### src/rtl/axl_pkg.sv
package axl_pkg;

  localparam int ADDR_W    = 32;
  localparam int NUM_WIN   = 8;
  localparam int WIN_VAL_W = 7;
  localparam int IO_VAL_W  = 12;
  localparam int SPACE_W   = 4;

  localparam int WIN_IDX_W = $clog2(NUM_WIN);
  localparam int WIN_LSB   = ADDR_W - WIN_VAL_W;
  localparam int MEM_TAG_W = ADDR_W - WIN_LSB - WIN_IDX_W;
  localparam int IO_LSB    = ADDR_W - IO_VAL_W;
  localparam int SEL_W     = $clog2(NUM_WIN + 2);
  localparam int DATA_W    = IO_VAL_W;

  localparam int SEL_IO    = NUM_WIN;
  localparam int SEL_EN    = NUM_WIN + 1;

  localparam logic [MEM_TAG_W-1:0] MEM_TAG   = MEM_TAG_W'(4'h8);
  localparam logic [IO_VAL_W-1:0]  IO_TAG    = 12'hA00;
  localparam logic [ADDR_W-1:0]    CFGA_ADDR = 32'hA010_0000;
  localparam logic [ADDR_W-1:0]    CFGD_ADDR = 32'hA020_0000;

  localparam int SP_MEM  = 0;
  localparam int SP_IO   = 1;
  localparam int SP_CFGA = 2;
  localparam int SP_CFGD = 3;

  typedef struct packed {
    logic                 capture;
    logic [SPACE_W-1:0]   space;
    logic                 miss;
    logic                 xlateMem;
    logic                 xlateIo;
    logic [WIN_VAL_W-1:0] memVal;
    logic [IO_VAL_W-1:0]  ioVal;
  } xlate_stb_t;

endpackage

### src/rtl/axl_ctrl.sv
module axl_ctrl
  import axl_pkg::*;
(
  input  logic              clk,
  input  logic              rst_n,
  input  logic              cfgWrEn,
  input  logic [SEL_W-1:0]  cfgWrSel,
  input  logic [DATA_W-1:0] cfgWrData,
  input  logic              reqValid,
  input  logic [ADDR_W-1:0] reqAddr,
  output xlate_stb_t        stb
);

  logic [WIN_VAL_W-1:0] winVal [NUM_WIN];
  logic [IO_VAL_W-1:0]  ioValQ;
  logic                 enQ;

  genvar gi;
  generate
    for (gi = 0; gi < NUM_WIN; gi++) begin : g_win
      always_ff @(posedge clk) begin
        if (!rst_n) begin
          winVal[gi] <= '0;
        end else if (cfgWrEn && cfgWrSel == SEL_W'(gi)) begin
          winVal[gi] <= cfgWrData[WIN_VAL_W-1:0];
        end
      end
    end
  endgenerate

  always_ff @(posedge clk) begin
    if (!rst_n) begin
      ioValQ <= '0;
      enQ    <= 1'b0;
    end else if (cfgWrEn) begin
      if (cfgWrSel == SEL_W'(SEL_IO)) ioValQ <= cfgWrData[IO_VAL_W-1:0];
      if (cfgWrSel == SEL_W'(SEL_EN)) enQ    <= cfgWrData[0];
    end
  end

  logic                 hitMem, hitIo, hitCfgA, hitCfgD;
  logic [WIN_IDX_W-1:0] winIdx;

  always_comb begin
    hitMem  = reqAddr[ADDR_W-1 -: MEM_TAG_W] == MEM_TAG;
    hitIo   = reqAddr[ADDR_W-1 -: IO_VAL_W] == IO_TAG;
    hitCfgA = reqAddr == CFGA_ADDR;
    hitCfgD = reqAddr == CFGD_ADDR;
    winIdx  = reqAddr[WIN_LSB +: WIN_IDX_W];

    stb                 = '0;
    stb.capture         = reqValid;
    stb.space[SP_MEM]   = hitMem;
    stb.space[SP_IO]    = hitIo;
    stb.space[SP_CFGA]  = hitCfgA;
    stb.space[SP_CFGD]  = hitCfgD;
    stb.miss            = !(hitMem || hitIo || hitCfgA || hitCfgD);
    stb.xlateMem        = enQ && hitMem;
    stb.xlateIo         = enQ && hitIo;
    stb.memVal          = winVal[winIdx];
    stb.ioVal           = ioValQ;
  end

endmodule

### src/rtl/axl_datapath.sv
module axl_datapath
  import axl_pkg::*;
(
  input  logic               clk,
  input  logic               rst_n,
  input  xlate_stb_t         stb,
  input  logic [ADDR_W-1:0]  reqAddr,
  output logic               rspValid,
  output logic [SPACE_W-1:0] rspSpace,
  output logic [ADDR_W-1:0]  rspAddr,
  output logic               rspMiss
);

  logic [ADDR_W-1:0] nextAddr;

  always_comb begin
    if (stb.xlateMem) begin
      nextAddr = {stb.memVal, reqAddr[WIN_LSB-1:0]};
    end else if (stb.xlateIo) begin
      nextAddr = {stb.ioVal, reqAddr[IO_LSB-1:0]};
    end else begin
      nextAddr = reqAddr;
    end
  end

  always_ff @(posedge clk) begin
    if (!rst_n) begin
      rspValid <= 1'b0;
      rspSpace <= '0;
      rspAddr  <= '0;
      rspMiss  <= 1'b0;
    end else begin
      rspValid <= stb.capture;
      if (stb.capture) begin
        rspSpace <= stb.space;
        rspAddr  <= nextAddr;
        rspMiss  <= stb.miss;
      end else begin
        rspSpace <= '0;
        rspMiss  <= 1'b0;
      end
    end
  end

endmodule

### src/rtl/addr_window_xlate.sv
module addr_window_xlate
  import axl_pkg::*;
(
  input  logic               clk,
  input  logic               rst_n,
  input  logic               cfgWrEn,
  input  logic [SEL_W-1:0]   cfgWrSel,
  input  logic [DATA_W-1:0]  cfgWrData,
  input  logic               reqValid,
  input  logic [ADDR_W-1:0]  reqAddr,
  output logic               rspValid,
  output logic [SPACE_W-1:0] rspSpace,
  output logic [ADDR_W-1:0]  rspAddr,
  output logic               rspMiss
);

  xlate_stb_t stb;

  axl_ctrl u_ctrl (
    .clk       (clk),
    .rst_n     (rst_n),
    .cfgWrEn   (cfgWrEn),
    .cfgWrSel  (cfgWrSel),
    .cfgWrData (cfgWrData),
    .reqValid  (reqValid),
    .reqAddr   (reqAddr),
    .stb       (stb)
  );

  axl_datapath u_dp (
    .clk      (clk),
    .rst_n    (rst_n),
    .stb      (stb),
    .reqAddr  (reqAddr),
    .rspValid (rspValid),
    .rspSpace (rspSpace),
    .rspAddr  (rspAddr),
    .rspMiss  (rspMiss)
  );

endmodule

### config.mk
export PLATFORM = sky130hd
export DESIGN_NAME = addr_window_xlate
export DESIGN_NICKNAME = d
export VERILOG_FILES = /design/src/rtl/axl_pkg.sv /design/src/rtl/axl_ctrl.sv /design/src/rtl/axl_datapath.sv /design/src/rtl/addr_window_xlate.sv
export SDC_FILE = /design/constraint.sdc
export NUM_CORES = 1
export LEC_CHECK = 0
export CAP_MARGIN = 40
export CORE_AREA = 2 2 117 91
export DETAILED_ROUTE_END_ITERATION = 10
export DIE_AREA = 0 0 119 93
export HOLD_SLACK_MARGIN = 0.1
export PLACE_DENSITY = 0.72
export SYNTH_ARGS = -nofsm -noshare
export SYNTH_HDL_FRONTEND = slang
export SYNTH_SLANG_ARGS = --single-unit
### constraint.sdc
create_clock -name clk -period 2.7 [get_ports clk]
set_input_delay 0.54 -clock clk [delete_from_list [all_inputs] [get_ports clk]]
set_output_delay 0.54 -clock clk [all_outputs]
set_load 0.01 [all_outputs]
* Word-level counts from Yosys, hierarchy flattened
Memories as Yosys holds them, arrays and structs flattened. Index checks and enable logic that the tools add are counted.
Cells by class: reduce and logical (&&, ||, !) cells 18, muxes and demuxes 35, bitwise operators 8, equal/unequal tests 13
Operators with widths (count):
- $eq 32x32->1 const B | 2
- $mux 32 | 2
- $mux 7 | 8
- $mux 1 | 25
- $eq 4x3->1 const B | 4
- $eq 12x12->1 const B | 1
- $eq 4x4->1 const B | 3
- $logic_and 1x1->1 | 10
- $eq 4x2->1 const B | 2
- $or 1x1->1 | 8
- $reduce_and 2->1 | 3
- $eq 4x1->1 const B | 1
- $logic_not 4->1 | 1
- $logic_or 1x1->1 | 3
- $logic_not 1->1 | 1
Word-level totals: memory bits (writable) 56, memories 1, word-level logic and storage cells 81, bits in registers 51, output and inout bits 38
Memories:
- u_ctrl.winVal | words 8, width 7, rd ports 1, clocked after Yosys merged registers in 0, wr ports 8, RTL line axl_ctrl.sv:14 | logic [WIN_VAL_W-1:0] winVal [NUM_WIN];

* Depth between registers and ports, before layout
word-level depth 6, depth in mapped cells 6, depth with buffers taken out 4

* Modules after synthesis
Synthesis repeated with hierarchy kept, for this count alone.
Second synthesis, totals: cells, all modules 386, area, all modules 4907.2 sq um
By module, submodules not included:
- axl_ctrl | instances 1, cells an instance 239, area each 3350.7 sq um
- axl_datapath | instances 1, cells an instance 147, area each 1556.5 sq um

* Worst setup path before layout
Ideal clock, no wire load.
kind in2reg, from input cfgWrSel[3], to memory u_ctrl.winVal[0][0] (enable), cell stages on the path 2, required time 2317 ps, slack 650 ps, arrival time 1667 ps, library setup time 383 ps, cell sequence or3b_2 > o31ai_1
RTL lines:
- start, declared | RTL line addr_window_xlate.sv:7 | input logic [SEL_W-1:0] cfgWrSel,
- end, declared | RTL line axl_ctrl.sv:14

* Final worst setup path
from input reqAddr[25], to register u_dp.rspAddr[27]
Between the ends: longest elaborated chain between the ends 4, elaborated cells on any way between the ends 5, those cells by class 1 x eq/ne; 2 x mux; 1 x reduce/logical; 1 x memory
RTL lines:
- start, declared | RTL line addr_window_xlate.sv:10 | input logic [ADDR_W-1:0] reqAddr,
- $eq 12x12->1 | RTL line axl_ctrl.sv:46 | hitIo = reqAddr[ADDR_W-1 -: IO_VAL_W] == IO_TAG;
- $logic_and 1x1->1 | RTL line axl_ctrl.sv:59 | stb.xlateIo = enQ && hitIo;
- $mux 32 | RTL line axl_datapath.sv:19 | end else if (stb.xlateIo) begin
- $mux 32 * | RTL line axl_datapath.sv:17 | if (stb.xlateMem) begin
- end signal, assigned | RTL line axl_datapath.sv:36 | rspAddr <= nextAddr;
- end, declared | RTL line axl_datapath.sv:10 | output logic [ADDR_W-1:0] rspAddr,
Every way passes the cells marked *; elsewhere a longest branch is shown, timed or not. A chain may end at the register's enable or synchronous reset.

==> impl_metrics.env <==
export IMPL_status="completed"
export IMPL_grtUsageTotal=0.226
export IMPL_clockPowerShare=0.377
export IMPL_cts_buffers=9
export IMPL_internal_power_mw=2.80
export IMPL_drc=0
export IMPL_syn_mean_instance_area_sq_um=12.0
export IMPL_ctsHoldBuffers=0
export IMPL_grt_ovfl_total=0
export IMPL_switching_share=0.226
export IMPL_clk_pin_slew_ns=0.07
export IMPL_antenna_cells=0
export IMPL_ir_worst_vdd_uv=322
export IMPL_p_per_area_nw_per_um2=581
export IMPL_r2r_start="u_ctrl.enQ"
export IMPL_area_growth_pct=30.4
export IMPL_grt_util_met2=0.333
export IMPL_post_drt_wl_per_cell_um=18.7
export IMPL_ys_flop_type="edfxtp_1"
export IMPL_yosys_warnings=0
export IMPL_netlist_area_sq_um=4770
export IMPL_cts_root_buf="clkbuf_16"
export IMPL_seqPwrFrac=0.506
export IMPL_drive_gt1_frac=0.109
export IMPL_synth_edf_count=56
export IMPL_setup_violations=0
export IMPL_fp_coreArea_sq_um=9970
export IMPL_antenna_found_initial=0
export IMPL_crit_required_ns=2.91
export IMPL_postSynthCellCount=396
export IMPL_synth_top_cell_area_share=0.353
export IMPL_fmax_mhz=460
export IMPL_switching_power_uw=815
export IMPL_finalWeightedCongestion=0.875
export IMPL_cts_tree="done"
export IMPL_synth_seq_cells=107
export IMPL_vias=3433
export IMPL_cap_violations=0
export IMPL_place_hpwl_um=8830
export IMPL_final_nets=552
export IMPL_rsz0062_at_grt="no"
export IMPL_synth_area_leaders="edfxtp_1 35%, dfxtp_1 21%, mux2i_1 8.8%, and2_1 7.5%, nor2b_1 4.6%"
export IMPL_grt_pass1_wl_um=18900
export IMPL_syn_nets=448
export IMPL_synth_most_common_cell="and2_1"
export IMPL_post_cts_buffers=0
export IMPL_grt_pass1_vias=3408
export IMPL_tightest_slew_ns=0.600
export IMPL_p_leak_nw=2.26
export IMPL_ctsResizeCount=0
export IMPL_top_usage_layer="met1"
export IMPL_report_final_slew_viol_count=0
export IMPL_ant_nets=0
export IMPL_layout_min_cycle_time_ns=2.17
export IMPL_ios=90
export IMPL_worstSetupPathType="primary input to register"
export IMPL_tns_ns=0
export IMPL_hold_viol=0
export IMPL_die_area_sq_um=11100
export IMPL_pwr_share_comb=0.117
export IMPL_clk_insertion_delay_late_ns=0.35
export IMPL_grt_max_degree=31
export IMPL_synth_common_cells="57 x and2_1, 56 x edfxtp_1, 51 x dfxtp_1, 42 x mux2i_1, 35 x nor2b_1"
export IMPL_wirelength_um=12000
export IMPL_clkSinkCount=107
export IMPL_io_buffers=89
export IMPL_start_util=0.478
export IMPL_dr_pass1_iters=4
export IMPL_cp_end_kind="register"
export IMPL_dp_slack_ns=0.190
export IMPL_ctsHtreeMaxLevel=3
export IMPL_drt_initial_drc_count=296
export IMPL_startpoint="reqAddr[25]"
export IMPL_vias_per_cell=5.36
export IMPL_finalCritPeriodShare=0.805
export IMPL_met1_usage=0.335
export IMPL_yosys_area_top_type="edfxtp_1"
export IMPL_fp_dieH_um=93
export IMPL_fp_dieW_um=119
export IMPL_num_rows=32
export IMPL_ys_seq_area_frac=0.567
export IMPL_start_kind="primary input"
export IMPL_async_flop_share=0
export IMPL_cts_buffer_depth=2
export IMPL_min_from="u_ctrl.ioValQ[2]"
export IMPL_cp_arrival_ns=2.39
export IMPL_max_slew_margin=0.589
export IMPL_use_met3=0.0439
export IMPL_hp_class="register to register"
export IMPL_ys_types=47
export IMPL_skew_ns=0.00701
export IMPL_crit_fanout=21
export IMPL_setup_slack_ns=0.526
[power groups by stage]
stage	Combinational [mW]	Sequential (mW)	Clock [mW]
final	0.424	1.83	1.36
after global routing	0.454	1.84	1.44
after CTS	0.424	1.83	1.38
after detailed placement	0.422	1.86	0
after global placement	0.415	1.86	0
after floorplan	0.173	1.87	0
[cell type report]
class / instances / area, sq um
clock buffers: 11 / 254
clock inverters: 5 / 57.6
fillers: 790 / 3750
inverters: 8 / 30.0
multi-input cells: 262 / 1930
flip-flops and latches: 107 / 2700
well taps: 136 / 170
repair buffers: 112 / 1070
[layout by cell type (no fill, tap or decap), types with 3 or more instances in the layout]
cell type	Yosys	layout
clkbuf_16	0	10
mux4_2	6	6
clkdlybuf4s50_1	0	88
nand2b_1	5	5
o21ai_0	20	20
nand2_1	13	13
nand3_1	4	4
and2_1	57	57
a211oi_1	3	3
nor2b_1	35	35
nor4_1	8	8
buf_4	3	22
inv_1	8	8
a31oi_1	7	7
dfxtp_1	51	51
edfxtp_1	56	56
nor3_1	6	6
nor2_1	13	13
mux2i_1	42	42
mux2_2	4	4
nand3b_1	4	4
[registers in the layout, summed over array words and instances, names as in the netlist]
signal / count
u_ctrl.enQ: 1
u_dp.rspSpace: 4
u_dp.rspMiss: 1
u_dp.rspValid: 1
u_ctrl.winVal: 56
u_ctrl.ioValQ: 12
u_dp.rspAddr: 32
[worst paths after layout]
| kind | cells past startpoint | to | slack (ns) |
|---|---|---|---|
| max | 6 | u_dp.rspAddr[27] | 0.53 |
| min | 2 | u_dp.rspAddr[22] | 0.47 |
| max reg2reg | 5 | u_dp.rspAddr[27] | 0.93 |
| min reg2reg | 2 | u_dp.rspAddr[22] | 0.47 |
[through the flow]
stage / util / hold slack [ns] / total power, mW / std cells / area (sq um)
2_1_floorplan: - / 0.450 / 2.04 / 396 / 4770
3_5_place_dp: 0.592 / 0.464 / 2.29 / 625 / 5910
5_1_grt: 0.624 / 0.489 / 3.73 / 641 / 6220
4_1_cts: 0.624 / 0.476 / 3.63 / 641 / 6220
3_3_place_gp: 0.592 / 0.459 / 2.28 / 625 / 5910
6_report: 0.624 / 0.471 / 3.61 / 641 / 6220
[critical path: stages]
cell and delay [ns]:
clkdlybuf4s50_1 0.55, buf_12 0.20, nor3_2 0.09, and4_1 0.26
a2111oi_0 0.63, nor3_1 0.11
[routing by layer]
layer / vias to the layer above / share of wire
li1: 1650 / -
met3: 16 / 0.061
met4: 0 / 0.018
met5: - / 0
met2: 110 / 0.45
met1: 1657 / 0.47
[kinds of logic (layout without fill, tap and decap cells)]
group	Yosys count	in the layout	synth area share
buffers and inverters	27	136	0.0278
AOI/OAI and AO/OA	48	48	0.0651
DFF	107	107	0.567
and+or+nand+nor	159	159	0.201
xor gates and xnor gates	1	1	0.00184
muxes	54	54	0.137
Power figures use the tool's default switching activity.
